--- src/rtl/refcalc_pkg.sv ---
package refcalc_pkg;

    localparam int MHZ_W     = 10;
    localparam int NS_W      = 9;
    localparam int COEF_W    = 13;
    localparam int DENS_W    = 3;
    localparam int SHIFT     = 10;
    localparam int PROD_W    = 24;
    localparam int RES_W     = PROD_W - SHIFT;
    localparam int REFI_COEF = 7987;

    typedef enum logic {
        MEM_DDR2 = 1'b0,
        MEM_DDR3 = 1'b1
    } mem_kind_e;

    typedef enum logic [DENS_W-1:0] {
        DEN_256M = 3'd0,
        DEN_512M = 3'd1,
        DEN_1G   = 3'd2,
        DEN_2G   = 3'd3,
        DEN_4G   = 3'd4,
        DEN_8G   = 3'd5
    } density_e;

    typedef struct packed {
        logic [RES_W-1:0] trfc;
        logic [RES_W-1:0] trefi;
    } refresh_timing_t;

    // Codes beyond the last defined density fall back to the smallest part.
    function automatic density_e norm_density(input logic [DENS_W-1:0] code);
        if (code > 3'd5)
            return DEN_256M;
        return density_e'(code);
    endfunction

    // tRFC in nanoseconds scaled by 1024/1000, rounded up.
    function automatic logic [NS_W-1:0] trfc_scaled(input mem_kind_e kind, input density_e den);
        logic [NS_W-1:0] v;
        if (kind == MEM_DDR3) begin
            case (den)
                DEN_256M: v = 9'd93;
                DEN_512M: v = 9'd93;
                DEN_1G:   v = 9'd113;
                DEN_2G:   v = 9'd164;
                DEN_4G:   v = 9'd308;
                default:  v = 9'd359;
            endcase
        end else begin
            case (den)
                DEN_256M: v = 9'd77;
                DEN_512M: v = 9'd108;
                DEN_1G:   v = 9'd131;
                DEN_2G:   v = 9'd200;
                DEN_4G:   v = 9'd336;
                default:  v = 9'd336;
            endcase
        end
        return v;
    endfunction

endpackage

--- src/rtl/refcalc_lookup.sv ---
module refcalc_lookup
    import refcalc_pkg::*;
(
    input  logic              kind_i,
    input  logic [DENS_W-1:0] dens_code_i,
    output logic [NS_W-1:0]   scaled_ns_o
);

    density_e den_n;

    always_comb begin
        den_n       = norm_density(dens_code_i);
        scaled_ns_o = trfc_scaled(mem_kind_e'(kind_i), den_n);
    end

endmodule

--- src/rtl/refcalc_scale.sv ---
module refcalc_scale #(
    parameter int  COEF_W   = 13,
    parameter int  MHZ_W    = 10,
    parameter int  PROD_W   = 24,
    parameter int  SHIFT    = 10,
    parameter bit  ROUND_UP = 1'b0,
    localparam int RES_W    = PROD_W - SHIFT
) (
    input  logic [COEF_W-1:0] coef_i,
    input  logic [MHZ_W-1:0]  mhz_i,
    output logic [RES_W-1:0]  res_o
);

    localparam logic [PROD_W-1:0] BIAS = PROD_W'((1 << SHIFT) - 1);

    logic [PROD_W-1:0] prod;
    logic [PROD_W-1:0] biased;

    assign prod = PROD_W'(coef_i) * PROD_W'(mhz_i);

    generate
        if (ROUND_UP) begin : g_ceil
            assign biased = prod + BIAS;
        end else begin : g_floor
            assign biased = prod;
        end
    endgenerate

    assign res_o = RES_W'(biased >> SHIFT);

endmodule

--- src/rtl/refresh_timing_calc.sv ---
module refresh_timing_calc
    import refcalc_pkg::*;
(
    input  logic                     clk,
    input  logic                     rst,
    input  logic                     req_valid,
    input  logic [MHZ_W-1:0]         clock_mhz,
    input  logic                     mem_type,
    input  logic [DENS_W-1:0]        density_code,
    output logic [RES_W-1:0]         trfc_cycles,
    output logic [RES_W-1:0]         trefi_cycles,
    output logic                     res_valid
);

    logic [NS_W-1:0]  scaled_ns;
    refresh_timing_t  next_t;
    refresh_timing_t  held_t;
    logic             valid_q;

    refcalc_lookup u_lookup (
        .kind_i      (mem_type),
        .dens_code_i (density_code),
        .scaled_ns_o (scaled_ns)
    );

    refcalc_scale #(
        .COEF_W   (COEF_W),
        .MHZ_W    (MHZ_W),
        .PROD_W   (PROD_W),
        .SHIFT    (SHIFT),
        .ROUND_UP (1'b1)
    ) u_trfc (
        .coef_i (COEF_W'(scaled_ns)),
        .mhz_i  (clock_mhz),
        .res_o  (next_t.trfc)
    );

    refcalc_scale #(
        .COEF_W   (COEF_W),
        .MHZ_W    (MHZ_W),
        .PROD_W   (PROD_W),
        .SHIFT    (SHIFT),
        .ROUND_UP (1'b0)
    ) u_trefi (
        .coef_i (COEF_W'(REFI_COEF)),
        .mhz_i  (clock_mhz),
        .res_o  (next_t.trefi)
    );

    always_ff @(posedge clk) begin
        if (rst) begin
            held_t  <= '0;
            valid_q <= 1'b0;
        end else begin
            valid_q <= req_valid;
            if (req_valid)
                held_t <= next_t;
        end
    end

    assign trfc_cycles  = held_t.trfc;
    assign trefi_cycles = held_t.trefi;
    assign res_valid    = valid_q;

    AST_VALID_FOLLOWS: assert property (@(posedge clk) disable iff (rst)
        req_valid |=> res_valid);
    AST_NO_SPURIOUS: assert property (@(posedge clk) disable iff (rst)
        !req_valid |=> !res_valid);
    AST_HOLD_IDLE: assert property (@(posedge clk) disable iff (rst)
        !req_valid |=> ($stable(trfc_cycles) && $stable(trefi_cycles)));
    AST_REFI_FLOOR: assert property (@(posedge clk) disable iff (rst)
        res_valid |-> (32'(trefi_cycles) * 32'd1024 <= 32'(REFI_COEF) * 32'($past(clock_mhz))));
    AST_REFI_TIGHT: assert property (@(posedge clk) disable iff (rst)
        res_valid |-> (32'(trefi_cycles) * 32'd1024 + 32'd1024 > 32'(REFI_COEF) * 32'($past(clock_mhz))));
    AST_TRFC_NONZERO: assert property (@(posedge clk) disable iff (rst)
        (res_valid && $past(clock_mhz) != '0) |-> (trfc_cycles != '0));
    AST_RESET_CLEAR: assert property (@(posedge clk)
        rst |=> (!res_valid && trfc_cycles == '0 && trefi_cycles == '0));

endmodule

--- config.mk ---
export PLATFORM = sky130hd
export DESIGN_NAME = refresh_timing_calc
export DESIGN_NICKNAME = d
export VERILOG_FILES = /design/src/rtl/refcalc_pkg.sv /design/src/rtl/refcalc_lookup.sv /design/src/rtl/refcalc_scale.sv /design/src/rtl/refresh_timing_calc.sv
export SDC_FILE = /design/constraint.sdc
export NUM_CORES = 1
export LEC_CHECK = 0
export ABC_AREA = 1
export BUFFER_PORTS_ARGS = -buffer_cell sky130_fd_sc_hd__buf_2
export CAP_MARGIN = 20
export CORE_MARGIN = 8
export CORE_UTILIZATION = 60
export CTS_CLUSTER_DIAMETER = 100
export DETAILED_ROUTE_END_ITERATION = 10
export PLACE_DENSITY = 0.79
export SLEW_MARGIN = 30
export SYNTH_ARGS = -nofsm -noshare
export SYNTH_HDL_FRONTEND = slang
export SYNTH_SLANG_ARGS = --single-unit
--- constraint.sdc ---
create_clock -name clk -period 7.1 [get_ports clk]
set_input_delay 1.42 -clock clk [delete_from_list [all_inputs] [get_ports clk]]
set_output_delay 1.42 -clock clk [all_outputs]
set_load 0.01 [all_outputs]
==> results of run 1 <==
critical path, delay by kind of cell:
| kind | cells | cell delay, ns |
|---|---|---|
| AO/OA/AOI/OAI | 1 | 0.44 |
| adder cells (fa/ha/maj) | 5 | 2.44 |
| buffers and inverters | 9 | 0.56 |
| AND/OR/NAND/NOR | 16 | 1.75 |
state kept, by name (all words and copies together), names as in the netlist:
signal and count:
trefi_cycles 13, trfc_cycles 10, res_valid 1
cell type report:
class	instances	area, um^2	share of cell area, %
clock buffers	4	88.8	1.22
inverters	231	867	11.9
multi-input cells	686	5420	74.7
flip-flops and latches	24	480	6.62
well taps	143	179	2.46
repair buffers	43	223	3.07
where the power goes:
| group | switching [W] | internal (W) | total (W) |
|---|---|---|---|
| Clock | 0.0000479 | 0.0000861 | 0.000134 |
| Sequential | 0.0000240 | 0.000182 | 0.000206 |
| Combinational | 0.00170 | 0.000962 | 0.00266 |
how the worst min path moves through the flow:
stage / endpoint / depth (start not counted)
finish: trefi_cycles[9] / 2
global route: trefi_cycles[9] / 2
CTS: trefi_cycles[9] / 2
floorplan: trefi_cycles[9] / 2
global placement: trefi_cycles[9] / 2
detailed placement: trfc_cycles[1] / 2
logic make-up after synthesis:
family,count (synthesis),share of synthesized area [%]
AND/OR/NAND/NOR,390,24.1
buffers and inverters,243,13.8
XOR/XNOR,12,1.54
AO/OA/AOI/OAI,82,6.87
adder cells (fa/ha/maj),197,46.6
other,1,0.0549
flip-flops,24,7.03
through the flow:
stage / total power (W) / cell area [um^2] / std cells
3_5_place_dp: 0.00286 / 7170 / 1127
5_1_grt: 0.00343 / 7260 / 1131
2_1_floorplan: 0.00228 / 6850 / 953
3_3_place_gp: 0.00282 / 7170 / 1127
4_1_cts: 0.00302 / 7260 / 1131
6_report: 0.00300 / 7260 / 1131
per-layer routing:
layer  vias to the layer above  part of all wire [%]
li1                       2983                     -
met1                      2810                    40
met2                       141                    52
met3                        39                   4.3
met4                         0                   3.4
met5                         -                     0
synthesized netlist by cell type (2+ instances only):
cell type  number
nor4_1          4
a31oi_1         5
o211ai_1        2
xnor2_1         4
xor2_1          8
buf_4           8
nor3_1          9
o21ai_0        26
clkinv_1        2
buf_2           2
a21oi_1        33
nand2_1       177
ha_1          101
a21o_1          4
fa_1           96
dfxtp_1        24
nor2_4          3
inv_1         228
nand4_1        14
clkbuf_1        2
nand3_1        50
nand2_2         8
o31ai_1         3
or2_2           3
o221ai_1        2
nor2_1        119
==> results.json, run 1 <==
{
  "yosysWarningCount": 0,
  "start_util_pct": 60.6,
  "worst_ep_arrival_time_ns": 6.61,
  "postCtsSetupBuffers": 0,
  "gr-total-overflow": 0,
  "fin_tns_setup_ns": 0,
  "via_count": 5973,
  "cp_max_fo": 10,
  "final_cell_mix": "inv_1 (228), nand2_1 (177), nor2_1 (119), ha_1 (101), fa_1 (96)",
  "clockBufferDepth": 2,
  "top_usage_layer": "met2",
  "synth_flop_cell": "dfxtp_1",
  "layout-drive-gt1-share_pct": 6.78,
  "cts_resized": 0,
  "synthTopCellsByArea": "fa_1 (28%), ha_1 (18%), inv_1 (13%)",
  "fin_util_pct": 64.4,
  "reg2reg_slack_ns": 6.39,
  "path_class": "input pin to flip-flop",
  "clock-sinks": 24,
  "cts_tree": "done",
  "clkTransAtPathRegs_ns": 0.06,
  "slew_violations": 0,
  "hp-class": "flip-flop to flip-flop",
  "synth_edf_count": 0,
  "wl_um": 15600,
  "synth-seq-cells": 24,
  "hold_start": "trefi_cycles[9]",
  "ir_drop_uv": 348,
  "netlist_instances": 949,
  "power.density_mw_per_mm2": 414,
  "setup_viol": 0,
  "leakage_nw": 4.31,
  "place_ws_ns": 0.401,
  "cpMaxStageDelayCell": "fa_1",
  "die_y_um": 123,
  "numCtsBuffers": 3,
  "hold_slack_ns": 0.486,
  "yosysUniqueCellTypes": 38,
  "outcome": "finished, final reports clean",
  "grt.met2_usage_pct": 43.2,
  "diodes": 0,
  "use_met3_pct": 2.07,
  "crit_path_end": "trfc_cycles[7]",
  "die_width_um": 123,
  "syn-cell-area_mm2": 0.00683,
  "grt_usage_pct": 22.5,
  "worst_path_most_repeated_cell": "nand2_1",
  "drc": 0,
  "first_global_vias": 6334,
  "die_area_mm2": 0.0151,
  "r2r_end": "trefi_cycles[3]",
  "hpwl_um": 13700,
  "max_slew_margin_pct": 56.3,
  "grt_use_met1_pct": 25.1,
  "cp_slowest_stage_delay_ns": 0.55,
  "final_hold_viol_count": 0,
  "wl_per_cell_um": 13.8,
  "layout_commonest_cell": "inv_1",
  "grt_max_degree": 43,
  "start_kind": "input pin",
  "worstSetupStartpoint": "density_code[1]",
  "hold_buffers": 0,
  "synth-seq-area-share_pct": 7.03,
  "clk_latency_ns": 0.26,
  "syn_to_final_growth_pct": 6.26,
  "grt_pass1_wl_um": 27600,
  "required_ns": 7.26,
  "globalplace.congestion": 0.921,
  "synthArstFlopShare_pct": 0,
  "drt_iter0_markers": 292,
  "yosysTopAreaCell": "fa_1",
  "fmax_ghz": 0.155,
  "worst_pin_slew_ns": 0.656,
  "nets": 1203,
  "synth_area_per_cell_um2": 7.20,
  "post-route-period-util_pct": 90.9,
  "cts_max_level": 1,
  "cap_viol_max_count": 0,
  "reg2reg_from": "trefi_cycles[3]",
  "vias_per_cell": 5.28,
  "design.core.area_mm2": 0.0113,
  "rr_worst_depth": 4,
  "cp-end-kind": "flip-flop",
  "cts-root-buf": "clkbuf_16",
  "fillers": 1041,
  "antenna_found_initial": 0,
  "antenna_left": 0,
  "clock_skew_ns": 0,
  "postLayoutSetupSlackWorst_ns": 0.644,
  "firstDrtPassIters": 5,
  "port_buffers": 40,
  "synth_top_cell_area_share_pct": 28.1,
  "min_period_ns": 6.46,
  "row_count": 39,
  "ios": 46,
  "rsz0062_at_grt": "no"
}
(Power assumes the default switching activity.)
==> run 2: changes to the inputs <==
--- a/config.mk
+++ b/config.mk
@@ -12,7 +12,7 @@
 export CORE_UTILIZATION = 60
 export CTS_CLUSTER_DIAMETER = 100
 export DETAILED_ROUTE_END_ITERATION = 10
-export PLACE_DENSITY = 0.79
+export PLACE_DENSITY_LB_ADDON = 0.3
 export SLEW_MARGIN = 30
 export SYNTH_ARGS = -nofsm -noshare
 export SYNTH_HDL_FRONTEND = slang
==> run 2 against run 1 <==
Effect of this change: worst hold slack got worse by 0.0020 ns; clock power decreased by 3%; largest cell class unchanged; die area unchanged; via count increased by 0.13%.
==> results.json, run 2 (synthesis gave the netlist of run 1 again) <==
{
  "critPathBufInv": 8,
  "grt_usage_pct": 23.2,
  "die_width_um": 123,
  "cp_slowest_stage_delay_ns": 0.54,
  "ir_drop_uv": 350,
  "design.core.area_mm2": 0.0113,
  "clk_latency_ns": 0.25,
  "worst_path_most_repeated_cell": "nand2_1",
  "wl_per_cell_um": 14.3,
  "cpMaxStageDelayCell": "fa_1",
  "final_hold_viol_count": 0,
  "max_slew_margin_pct": 55.7,
  "grt_pass1_wl_um": 28600,
  "stdcell_area_mm2": 0.00726,
  "grt.met2_usage_pct": 44.1,
  "nets": 1203,
  "setup_viol": 0,
  "cts_max_level": 1,
  "start_util_pct": 60.6,
  "place_area_mm2": 0.00717,
  "postLayoutSetupSlackWorst_ns": 0.552,
  "antenna_left": 0,
  "ios": 46,
  "syn_to_final_growth_pct": 6.26,
  "cts-root-buf": "clkbuf_16",
  "fin_tns_setup_ns": 0,
  "cp_max_fo": 10,
  "grt_use_met1_pct": 26.4,
  "die_area_mm2": 0.0151,
  "clkTransAtPathRegs_ns": 0.06,
  "place_ws_ns": 0.357,
  "layout-drive-gt1-share_pct": 6.78,
  "gr-total-overflow": 0,
  "diodes": 0,
  "leakage_nw": 4.31,
  "drc": 0,
  "power.density_mw_per_mm2": 417,
  "worst_pin_slew_ns": 0.665,
  "clock_skew_ns": 0,
  "cts_resized": 0,
  "start_kind": "input pin",
  "grt_max_degree": 43,
  "row_count": 39,
  "required_ns": 7.25,
  "worst_ep_arrival_time_ns": 6.70,
  "crit_family": "adder cells",
  "antenna_found_initial": 0,
  "die_y_um": 123,
  "clock-sinks": 24,
  "path_class": "input pin to flip-flop",
  "globalplace.congestion": 0.918,
  "first_global_vias": 6479,
  "via_count": 5981,
  "slew_violations": 0,
  "postCtsSetupBuffers": 0,
  "fmax_ghz": 0.153,
  "rsz0062_at_grt": "no",
  "cp-end-kind": "flip-flop",
  "port_buffers": 40,
  "firstDrtPassIters": 5,
  "cap_viol_max_count": 0,
  "hp-class": "flip-flop to flip-flop",
  "fin_util_pct": 64.4,
  "final_cell_mix": "inv_1 (228), nand2_1 (177), nor2_1 (119), ha_1 (101), fa_1 (96)",
  "wl_um": 16200,
  "post-route-period-util_pct": 92.2,
  "drt_iter0_markers": 271,
  "clockBufferDepth": 2,
  "min_period_ns": 6.55,
  "layout_commonest_cell": "inv_1",
  "use_met3_pct": 1.93,
  "hpwl_um": 14000,
  "largest_reg_flops": 13,
  "numCtsBuffers": 3,
  "vias_per_cell": 5.29,
  "outcome": "finished, final reports clean",
  "top_usage_layer": "met2",
  "hold_buffers": 0,
  "cts_tree": "done"
}
## run 2: per-stage QoR
stage,std cells,total power [W],hold slack [ns]
after global routing,1131,0.00346,0.527
after floorplan,953,0.00228,0.516
final,1131,0.00303,0.484
after detailed placement,1127,0.00288,0.473
after global placement,1127,0.00283,0.467
after CTS,1131,0.00303,0.487
## run 2: cell type report
type / instances / area (um^2)
multi-input combinational: 686 / 5420
fill: 1039 / 4010
inverter: 231 / 867
sequential: 24 / 480
timing repair buffer: 43 / 223
tap: 143 / 179
clock buffer: 4 / 88.8
## run 2: final timing paths
check                  startpoint         endpoint  slack (ns)  cells after the start
setup reg to reg   trfc_cycles[3]   trfc_cycles[3]        6.41                      4
hold reg to reg   trefi_cycles[9]  trefi_cycles[9]        0.48                      2
hold / removal    trefi_cycles[9]  trefi_cycles[9]        0.48                      2
setup / recovery  density_code[1]   trfc_cycles[5]        0.55                     29
## run 2: power by group
| group | internal [W] | switching [W] |
|---|---|---|
| Combinational | 0.000967 | 0.00173 |
| Clock | 0.0000859 | 0.0000436 |
| Sequential | 0.000182 | 0.0000219 |
| Total | 0.00123 | 0.00179 |
## run 2: per-layer routing
layer | routed length [um] | up-vias | part of all wire (%)
li1 | - | 2978 | -
met1 | 6520 | 2837 | 40
met2 | 8620 | 126 | 53
met3 | 495 | 40 | 3.1
met4 | 560 | 0 | 3.5
met5 | 0 | - | 0
## run 2: worst register-to-register path: stages (launching register included)
cell and delay, ns:
dfxtp_1 0.31, nor2_1 0.08, nor2_1 0.05, o21ai_1 0.09, inv_1 0.05
==> run 3: changes to the inputs <==
--- a/config.mk
+++ b/config.mk
@@ -10,6 +10,7 @@
 export CAP_MARGIN = 20
 export CORE_MARGIN = 8
 export CORE_UTILIZATION = 60
+export CTS_BUF_LIST = sky130_fd_sc_hd__clkbuf_8
 export CTS_CLUSTER_DIAMETER = 100
 export DETAILED_ROUTE_END_ITERATION = 10
 export PLACE_DENSITY_LB_ADDON = 0.3
==> run 3 against run 2 <==
Effect of this change: sequential power barely moved; total power down 1.5%; clock skew is the same; design area shrank 0.47%; utilization decreased by 0.30 points; count of clock-buffer cells in the layout stayed put; die area unchanged; register-to-register slack is essentially flat; flip-flop and latch count unchanged; first-iteration DRC count increased by 15%; routed wire length shrank 0.62%; largest cell class unchanged.
==> results.json, run 3 (synthesis gave the netlist of run 1 again) <==
{
  "outcome": "finished, final reports clean",
  "clk_latency_ns": 0.26,
  "worstSetupStartpoint": "density_code[1]",
  "setup_viol": 0,
  "die_area_mm2": 0.0151,
  "hold_buffers": 0,
  "seq_area_um2": 480,
  "cts_resized": 0,
  "seq_power_share_pct": 6.8,
  "drt_iter0_markers": 313,
  "grt_max_degree": 43,
  "start_kind": "input pin",
  "antenna_left": 0,
  "ir_drop_uv": 350,
  "postLayoutSetupSlackWorst_ns": 0.565,
  "grt_pass1_wl_um": 28600,
  "final_hold_viol_count": 0,
  "wl_um": 16100,
  "hp-class": "flip-flop to flip-flop",
  "gr-total-overflow": 0,
  "combPwrFrac_pct": 90.1,
  "postCtsSetupBuffers": 0,
  "dp.cells": 1127,
  "start_util_pct": 60.6,
  "antenna_found_initial": 0,
  "sw_frac_of_total_pct": 59.8,
  "switching_power_w": 0.00178,
  "design.core.area_mm2": 0.0113,
  "firstDrtPassIters": 5,
  "hold_start": "trefi_cycles[9]",
  "worst_path_most_repeated_cell": "nand2_1",
  "largest_reg_flops": 13,
  "power.density_mw_per_mm2": 413,
  "fmax_ghz": 0.153,
  "pwr-share-clk_pct": 3.0,
  "path_class": "input pin to flip-flop",
  "place_ws_ns": 0.357,
  "leakage_nw": 4.29,
  "globalplace.congestion": 0.918,
  "rsz0062_at_grt": "no",
  "diodes": 0,
  "multi_input_area_mm2": 0.00542,
  "layout-drive-gt1-share_pct": 6.78,
  "syn_to_final_growth_pct": 5.77,
  "clkTransAtPathRegs_ns": 0.08,
  "internal-power_w": 0.00120,
  "hpwl_um": 14000,
  "worst_pin_slew_ns": 0.642,
  "cp-end-kind": "flip-flop",
  "clock-sinks": 24,
  "fin_tns_setup_ns": 0,
  "fillers": 1042,
  "vias_per_cell": 5.27,
  "cp_max_fo": 10,
  "required_ns": 7.27,
  "row_count": 39,
  "cts_tree": "done",
  "reg2reg_from": "trfc_cycles[2]",
  "first_global_vias": 6476,
  "port_buffers": 40,
  "numCtsBuffers": 3,
  "cts_max_level": 1,
  "drc": 0,
  "cp_slowest_stage_delay_ns": 0.54,
  "fin_cells": 1131,
  "ios": 46,
  "cpMaxStageDelayCell": "fa_1",
  "nets": 1203,
  "clock_skew_ns": 0,
  "grt_usage_pct": 23.2,
  "cap_viol_max_count": 0,
  "wl_per_cell_um": 14.2,
  "power.total_w": 0.00298,
  "layout_commonest_cell": "inv_1",
  "min_period_ns": 6.53,
  "via_count": 5959,
  "die_y_um": 123,
  "slew_violations": 0,
  "post-route-period-util_pct": 92.0,
  "die_width_um": 123,
  "final_cell_mix": "inv_1 (228), nand2_1 (177), nor2_1 (119), ha_1 (101), fa_1 (96)",
  "fin_util_pct": 64.1,
  "clockBufferDepth": 2,
  "max_slew_margin_pct": 57.2,
  "worst_ep_arrival_time_ns": 6.71,
  "cts-root-buf": "clkbuf_8"
}
-- run 3: cell counts in the layout (fill, tap and decap cells not counted) --
Identical to the previous run, type by type.
-- run 3: area by class of cell --
type | instances | share of cell area, %
clock buffers | 4 | 0.762
inverters | 231 | 12.0
multi-input cells | 686 | 75.0
flip-flops and latches | 24 | 6.65
well taps | 143 | 2.48
repair buffers | 43 | 3.08
-- run 3: power by group through the flow --
stage	registers, W	clock network, W	logic, W
floorplan	0.000227	0	0.00205
global placement	0.000207	0	0.00262
detailed placement	0.000206	0	0.00267
CTS	0.000204	0.0000939	0.00269
global route	0.000209	0.0000970	0.00311
finish	0.000204	0.0000906	0.00269
-- run 3: critical path: cells and delay by family --
family / cells / cell delay, ns
adder cells (fa/ha/maj): 5 / 2.34
AND/OR/NAND/NOR: 15 / 2.00
buffers and inverters: 8 / 0.72
AO/OA/AOI/OAI: 1 / 0.21
-- run 3: through the flow --
| step | hold slack, ns | area [um^2] |
|---|---|---|
| detailed placement | 0.473 | 7170 |
| finish | 0.488 | 7230 |
| global route | 0.534 | 7230 |
| global placement | 0.467 | 7170 |
| floorplan | 0.516 | 6850 |
| CTS | 0.492 | 7230 |
-- run 3: final timing paths --
| path | end | slack, ns | depth (start not counted) |
|---|---|---|---|
| setup / recovery | trfc_cycles[5] | 0.57 | 29 |
| hold / removal | trefi_cycles[9] | 0.49 | 2 |
| setup reg to reg | trfc_cycles[2] | 6.41 | 4 |
| hold reg to reg | trefi_cycles[9] | 0.49 | 2 |
-- run 3: layer usage --
layer	part of all wire [%]	track usage [%]
met5	0	0
met4	3.6	8.61
met3	2.8	1.79
met2	53	44.0
met1	41	26.5
